### src/rtl/dram_seq_pkg.sv
package dram_seq_pkg;

  localparam int WAIT_W = 5;

  typedef enum logic [2:0] {
    ST_IDLE = 3'd0,
    ST_OPEN = 3'd1,
    ST_PRE  = 3'd2,
    ST_ROW  = 3'd3,
    ST_COL  = 3'd4
  } seq_state_t;

  // Column cycles following the row cycle of an out-of-page access
  function automatic logic [WAIT_W-1:0] row_cycles(input logic [1:0] code);
    case (code)
      2'd0:    return WAIT_W'(4);
      2'd1:    return WAIT_W'(8);
      2'd2:    return WAIT_W'(11);
      default: return WAIT_W'(15);
    endcase
  endfunction

  // Column cycles of an in-page access: one strobe cycle plus (code + 1) waits
  function automatic logic [WAIT_W-1:0] col_cycles(input logic [1:0] code);
    return WAIT_W'(code) + WAIT_W'(2);
  endfunction

endpackage

### src/rtl/dpg_addr_mux.sv
module dpg_addr_mux #(
  parameter int AW      = 24,
  parameter int COL_MIN = 9
) (
  input  logic [AW-1:0] addr,
  input  logic [1:0]    psize,
  input  logic          sel_row,
  input  logic          sel_col,
  output logic [AW-1:0] bus
);
  localparam int SW = $clog2(AW + 1);
  localparam logic [AW-1:0] ALL1 = '1;

  logic [SW-1:0] cw;
  logic [AW-1:0] row_word, col_word;

  assign cw = SW'(COL_MIN) + SW'(psize);

  // Row: page bits moved to the bottom, top lines repeat the top address bits
  assign row_word = (addr >> cw) | (addr & ~(ALL1 >> cw));
  // Column: in-page offset only
  assign col_word = addr & ~(ALL1 << cw);

  always_comb begin
    if (sel_row)      bus = row_word;
    else if (sel_col) bus = col_word;
    else              bus = '0;
  end
endmodule

### src/rtl/dpg_page_tracker.sv
module dpg_page_tracker #(
  parameter int AW      = 24,
  parameter int BANK_W  = 2,
  parameter int COL_MIN = 9
) (
  input  logic              clk,
  input  logic              rst,
  input  logic              clr,
  input  logic              load,
  input  logic [AW-1:0]     ld_addr,
  input  logic [BANK_W-1:0] ld_bank,
  input  logic [1:0]        ld_psize,
  input  logic [AW-1:0]     cmp_addr,
  input  logic [BANK_W-1:0] cmp_bank,
  input  logic [1:0]        cmp_psize,
  output logic              hit
);
  localparam int SW = $clog2(AW + 1);

  logic              open_vld;
  logic [AW-1:0]     open_addr;
  logic [BANK_W-1:0] open_bank;
  logic [1:0]        open_ps;
  logic [SW-1:0]     cw;

  assign cw  = SW'(COL_MIN) + SW'(cmp_psize);
  assign hit = open_vld && (open_bank == cmp_bank) && (open_ps == cmp_psize)
               && (((cmp_addr ^ open_addr) >> cw) == '0);

  always_ff @(posedge clk) begin
    if (rst) begin
      open_vld  <= 1'b0;
      open_addr <= '0;
      open_bank <= '0;
      open_ps   <= '0;
    end else if (load) begin
      open_vld  <= 1'b1;
      open_addr <= ld_addr;
      open_bank <= ld_bank;
      open_ps   <= ld_psize;
    end else if (clr) begin
      open_vld  <= 1'b0;
    end
  end
endmodule

### src/rtl/dpg_wait_timer.sv
module dpg_wait_timer #(
  parameter int CW = 5
) (
  input  logic          clk,
  input  logic          rst,
  input  logic          load,
  input  logic [CW-1:0] load_val,
  output logic          last
);
  logic [CW-1:0] cnt;

  assign last = (cnt == CW'(1));

  always_ff @(posedge clk) begin
    if (rst)              cnt <= '0;
    else if (load)        cnt <= load_val;
    else if (cnt != '0)   cnt <= cnt - CW'(1);
  end
endmodule

### src/rtl/dram_page_seq.sv
module dram_page_seq
  import dram_seq_pkg::*;
#(
  parameter int AW      = 24,
  parameter int BANK_W  = 2,
  parameter int COL_MIN = 9
) (
  input  logic              clk,
  input  logic              rst,
  input  logic              req_valid,
  output logic              req_ready,
  input  logic [AW-1:0]     req_addr,
  input  logic [BANK_W-1:0] req_bank,
  input  logic              bus_master,
  input  logic              cfg_bme,
  input  logic              cfg_page_en,
  input  logic [1:0]        cfg_psize,
  input  logic [1:0]        cfg_row_wait,
  input  logic [1:0]        cfg_col_wait,
  output logic [AW-1:0]     dram_addr,
  output logic              ras_n,
  output logic              cas_n,
  output logic              ras_oe,
  output logic              cas_oe,
  output logic              done
);
  localparam int WW = WAIT_W;

  seq_state_t st, st_nx;

  logic              bm_q;
  logic [AW-1:0]     a_addr;
  logic [BANK_W-1:0] a_bank;
  logic              a_pe;
  logic [1:0]        a_ps, a_rw;

  logic          page_hit, wt_last, wt_load;
  logic [WW-1:0] wt_val;
  logic          loss, accept, close_open, end_acc;

  assign loss       = bm_q & ~bus_master & ~cfg_bme;
  assign req_ready  = bus_master & ((st == ST_IDLE) | ((st == ST_OPEN) & cfg_page_en));
  assign accept     = req_valid & req_ready;
  assign close_open = (st == ST_OPEN) & (loss | ~cfg_page_en);
  assign end_acc    = (st == ST_COL) & wt_last;

  dpg_page_tracker #(.AW(AW), .BANK_W(BANK_W), .COL_MIN(COL_MIN)) u_trk (
    .clk      (clk),
    .rst      (rst),
    .clr      (close_open | (end_acc & ~a_pe)),
    .load     (end_acc & a_pe),
    .ld_addr  (a_addr),
    .ld_bank  (a_bank),
    .ld_psize (a_ps),
    .cmp_addr (req_addr),
    .cmp_bank (req_bank),
    .cmp_psize(cfg_psize),
    .hit      (page_hit)
  );

  dpg_wait_timer #(.CW(WW)) u_tmr (
    .clk     (clk),
    .rst     (rst),
    .load    (wt_load),
    .load_val(wt_val),
    .last    (wt_last)
  );

  dpg_addr_mux #(.AW(AW), .COL_MIN(COL_MIN)) u_mux (
    .addr   (a_addr),
    .psize  (a_ps),
    .sel_row((st == ST_PRE) | (st == ST_ROW)),
    .sel_col(st == ST_COL),
    .bus    (dram_addr)
  );

  always_comb begin
    st_nx   = st;
    wt_load = 1'b0;
    wt_val  = row_cycles(a_rw);
    unique case (st)
      ST_IDLE: if (accept) st_nx = ST_ROW;
      ST_OPEN: begin
        if (close_open) begin
          st_nx = ST_IDLE;
        end else if (accept) begin
          if (page_hit) begin
            st_nx   = ST_COL;
            wt_load = 1'b1;
            wt_val  = col_cycles(cfg_col_wait);
          end else begin
            st_nx = ST_PRE;
          end
        end
      end
      ST_PRE:  st_nx = ST_ROW;
      ST_ROW: begin
        st_nx   = ST_COL;
        wt_load = 1'b1;
      end
      ST_COL:  if (wt_last) st_nx = a_pe ? ST_OPEN : ST_IDLE;
      default: st_nx = ST_IDLE;
    endcase
  end

  always_ff @(posedge clk) begin
    if (rst) begin
      st     <= ST_IDLE;
      bm_q   <= 1'b0;
      done   <= 1'b0;
      a_addr <= '0;
      a_bank <= '0;
      a_pe   <= 1'b0;
      a_ps   <= '0;
      a_rw   <= '0;
    end else begin
      st   <= st_nx;
      bm_q <= bus_master;
      done <= end_acc;
      if (accept) begin
        a_addr <= req_addr;
        a_bank <= req_bank;
        a_pe   <= cfg_page_en;
        a_ps   <= cfg_psize;
        a_rw   <= cfg_row_wait;
      end
    end
  end

  assign ras_n  = ~((st == ST_OPEN) | (st == ST_ROW) | (st == ST_COL));
  assign cas_n  = ~(st == ST_COL);
  assign ras_oe = cfg_bme | bus_master;
  assign cas_oe = cfg_bme | bus_master;

endmodule

### config.mk
export PLATFORM = sky130hd
export DESIGN_NAME = dram_page_seq
export DESIGN_NICKNAME = d
export VERILOG_FILES = /design/src/rtl/dram_seq_pkg.sv /design/src/rtl/dpg_addr_mux.sv /design/src/rtl/dpg_page_tracker.sv /design/src/rtl/dpg_wait_timer.sv /design/src/rtl/dram_page_seq.sv
export SDC_FILE = /design/constraint.sdc
export NUM_CORES = 1
export LEC_CHECK = 0
export ABC_AREA = 1
export BUFFER_PORTS_ARGS = -buffer_cell sky130_fd_sc_hd__buf_2
export CORE_ASPECT_RATIO = 0.7
export CORE_UTILIZATION = 50
export DETAILED_ROUTE_END_ITERATION = 8
export GPL_TIMING_DRIVEN = 1
export PLACE_DENSITY_LB_ADDON = 0.25
export SLEW_MARGIN = 10
export SYNTH_ARGS = -nofsm -noshare
export SYNTH_HDL_FRONTEND = slang
export SYNTH_HIERARCHICAL = 1
export SYNTH_SLANG_ARGS = --single-unit
### constraint.sdc
create_clock -name clk -period 3.7 [get_ports clk]
set_clock_uncertainty 0.2 [all_clocks]
set_input_delay 1.11 -clock clk [delete_from_list [all_inputs] [get_ports clk]]
set_output_delay 1.11 -clock clk [all_outputs]
set_load 0.005 [all_outputs]
==> impl_metrics.yaml <==
status:
  status: "finished clean"
hold_path:
  holdPathStages: 2
  hold_path_class: "reg -> reg"
routing:
  post_drt_wl_per_cell_um: 13.0
  drtPass1Iterations: 5
  vias: 3750
  post-route-drc-count: 0
  wl_mm: 9.28
  antenna_left: 0
  dr.first_iter.drc_count: 350
  via_per_inst: 5.24
critical_path:
  start_kind: "register"
  r2r_start: "u_trk/open_addr[13]$_SDFFE_PP0P_"
  cp.depth: 6
  max_stage_delay_ns: 0.85
  path_buf_inv: 2
  critPathKind: "reg -> out"
  critPathRequiredTime_ns: 2.39
  startpoint: "a_ps[0]$_SDFFE_PP0N_"
  end_kind: "primary output"
  endpoint: "dram_addr[11]"
  arrival_ns: 1.85
  cpMaxStageDelayCell: "dfxtp_1"
  path_max_fanout: 20
  r2r_cells: 14
  r2r_end: "u_tmr/cnt[3]$_SDFFE_PP0P_"
  reg2reg_slack_ns: 1.17
  cp_cell_sequence: "inv_8, nand2_1, nand3_1, nand3_1, nand2_1, buf_2"
  cp_top_family: "flip-flops"
sta:
  period_share_pct: 85.4
  slew_headroom_pct: 37.5
  period_needed_ns: 3.16
  fmax_mhz: 317
  setup_tns_ns: 0
  maxSlewViolCount: 0
  grt_setup_unrepaired: "no"
  worst_slew_pin_slew_ns: 0.937
  setup_viol: 0
  finalHoldViolCount: 0
finish:
  area_growth_pct: 13.6
  layoutNonFillerInstCount: 716
  n_antenna_cell: 0
  layout.nets: 660
  drive_above_1_share_pct: 18.3
  fin_util_pct: 59.5
power:
  vdd_drop_max_v: 0.000212
  leakagePower_nw: 2.04
  p_per_area_mw_per_mm2: 509
clocking:
  cts_resized: 0
  cts_max_path_buffers: 2
  cts_tree: "yes"
  clk_latency_ns: 0.34
  clk_pin_slew_ns: 0.07
  clock-sinks: 61
  cts-hold-fix-buffers: 0
  cts_buffers: 9
  cts_setup_buffers: 0
  htree_levels: 3
  cts_root_buf: "clkbuf_8"
synth:
  yosys-top-cells-area: "dfxtp_1 34%, nand2_1 21%, nand3_1 7.5%"
  yosys_warnings: 6
  synth_top_family_by_area: "simple AND/OR/NAND/NOR gates"
  ys_seq_area_share_pct: 34.0
  synth-compound-area-share_pct: 11.1
  async_flop_share_pct: 0
  synth_xor_area_share_pct: 1.95
  netlist_instances: 558
  syn_avg_cell_area_um2: 6.44
  synth_cell_types: 35
  yosys.area.top_type: "dfxtp_1"
  post_synth_and_or_nand_nor_area_fraction_pct: 38.3
  synth_flop_cell: "dfxtp_1"
  yosys_register_bits: 61
  synth_edf_count: 0
  synthMuxAreaShare_pct: 0
  synth_nets: 601
  syn_area_mm2: 0.00359
  yosys.area.top_type_share_pct: 34.0
  synth_fa_ha_area_share_pct: 1.74
global_route:
  grt_pass1_wl_mm: 15.0
  grt_pass1_vias: 3147
  antenna_found_initial: 0
  grt.overflow.total: 0
  grt_usage_pct: 26.3
  grt_max_degree: 37
floorplanning:
  dieArea_mm2: 0.00753
  start_util_pct: 52.4
  num_rows: 25
  die_w_um: 103
  die_y_um: 72.9
  core_region_area_mm2: 0.00685
  io_pins: 68
placement:
  numPortBuffers: 67
  globalplace.congestion: 0.874
  dp_cells: 700
  hpwlAfterDp_mm: 6.65
job:
  cap_violations: 0
[synthesized netlist by cell type, types with 2 or more instances]
cell	instances
a211oi_1	8
a21oi_1	50
buf_2	3
buf_4	6
buf_6	8
clkbuf_1	6
dfxtp_1	61
ha_1	5
inv_1	54
inv_2	4
inv_8	2
nand2_1	198
nand2_2	7
nand3_1	54
nand3_2	5
nand4_1	3
nor2_1	44
nor2_2	4
o211ai_1	2
o21ai_0	13
xnor2_1	3
xor2_1	5
[where the power goes]
part	internal (mW)	total [mW]	switching [mW]
Clock	0.328	0.593	0.265
Sequential	0.733	0.825	0.0926
Combinational	0.239	0.659	0.420
Total	1.30	2.08	0.778
[sequential cells by signal (all words and copies together), names as in the netlist, 2 cells and up]
register and flops:
a_addr 24, a_bank 2, st 3, u_trk/open_ps 2, u_tmr/cnt 5, u_trk/open_bank 2
a_rw 2, a_ps 2, u_trk/open_addr 15
[cell usage in the layout, fill, tap and decap left out, types with 7 or more instances in the layout]
cell	count
a21oi_1	50
a211oi_1	8
nand2_2	7
nor2_1	44
dfxtp_1	61
o21ai_0	13
inv_1	54
nand2_1	198
buf_4	7
clkbuf_8	10
buf_2	67
nand3_1	54
[worst reg2reg max path, stage by stage (launching register included)]
cell and delay, ns:
dfxtp_1 0.32, xor2_1 0.16, nor2_1 0.23, nand2_1 0.10, nand2_1 0.07, nand3_1 0.08, nor2_2 0.22, nand4_2 0.22
nor2_8 0.18, inv_2 0.05, nand2_1 0.16, inv_2 0.11, or2_0 0.21, nand3_1 0.08, nor2_1 0.05
[final cells by class]
cell class / count / area, um^2
well taps: 94 / 118
repair buffers: 74 / 388
clock buffers: 12 / 145
multi-input cells: 409 / 1910
flip-flops and latches: 61 / 1220
fillers: 669 / 2770
inverters: 62 / 251
clock inverters: 4 / 47.5
[stage by stage]
step	instance area (um^2)	setup WS, ns	hold WS, ns	power [mW]
2_1_floorplan	3590	0.741	0.235	1.32
3_3_place_gp	3890	0.467	0.251	1.46
4_1_cts	4080	0.554	0.269	2.08
5_1_grt	4080	0.373	0.283	2.22
6_report	4080	0.541	0.266	2.08
3_5_place_dp	3890	0.340	0.259	1.48
[kinds of logic (layout without fill, tap and decap cells)]
group           Yosys count  after routing
compound gates           74             74
fa+ha+maj                 5              5
buf+inv                  88            152
other cells               1              1
flops                    61             61
xor+xnor                  8              8
simple gates            321            321
[worst min-delay path by stage]
| stage | end | start |
|---|---|---|
| 6_report | a_addr[5]$_SDFFE_PP0N_ | a_addr[5]$_SDFFE_PP0N_ |
| 3_3_place_gp | u_trk/open_vld$_SDFFE_PP0P_ | u_trk/open_vld$_SDFFE_PP0P_ |
| 3_5_place_dp | a_addr[5]$_SDFFE_PP0N_ | a_addr[5]$_SDFFE_PP0N_ |
| 4_1_cts | a_addr[5]$_SDFFE_PP0N_ | a_addr[5]$_SDFFE_PP0N_ |
| 2_1_floorplan | u_trk/open_vld$_SDFFE_PP0P_ | u_trk/open_vld$_SDFFE_PP0P_ |
| 5_1_grt | a_addr[5]$_SDFFE_PP0N_ | a_addr[5]$_SDFFE_PP0N_ |
[routing by layer]
metal	track usage [%]	vias up	routed length (um)
met5	0	-	0
met4	8.14	0	119
met3	6.32	13	709
met2	38.8	168	4060
met1	37.9	1689	4390
li1	-	1880	-
Note: power is estimated with default switching activity, not from simulation.
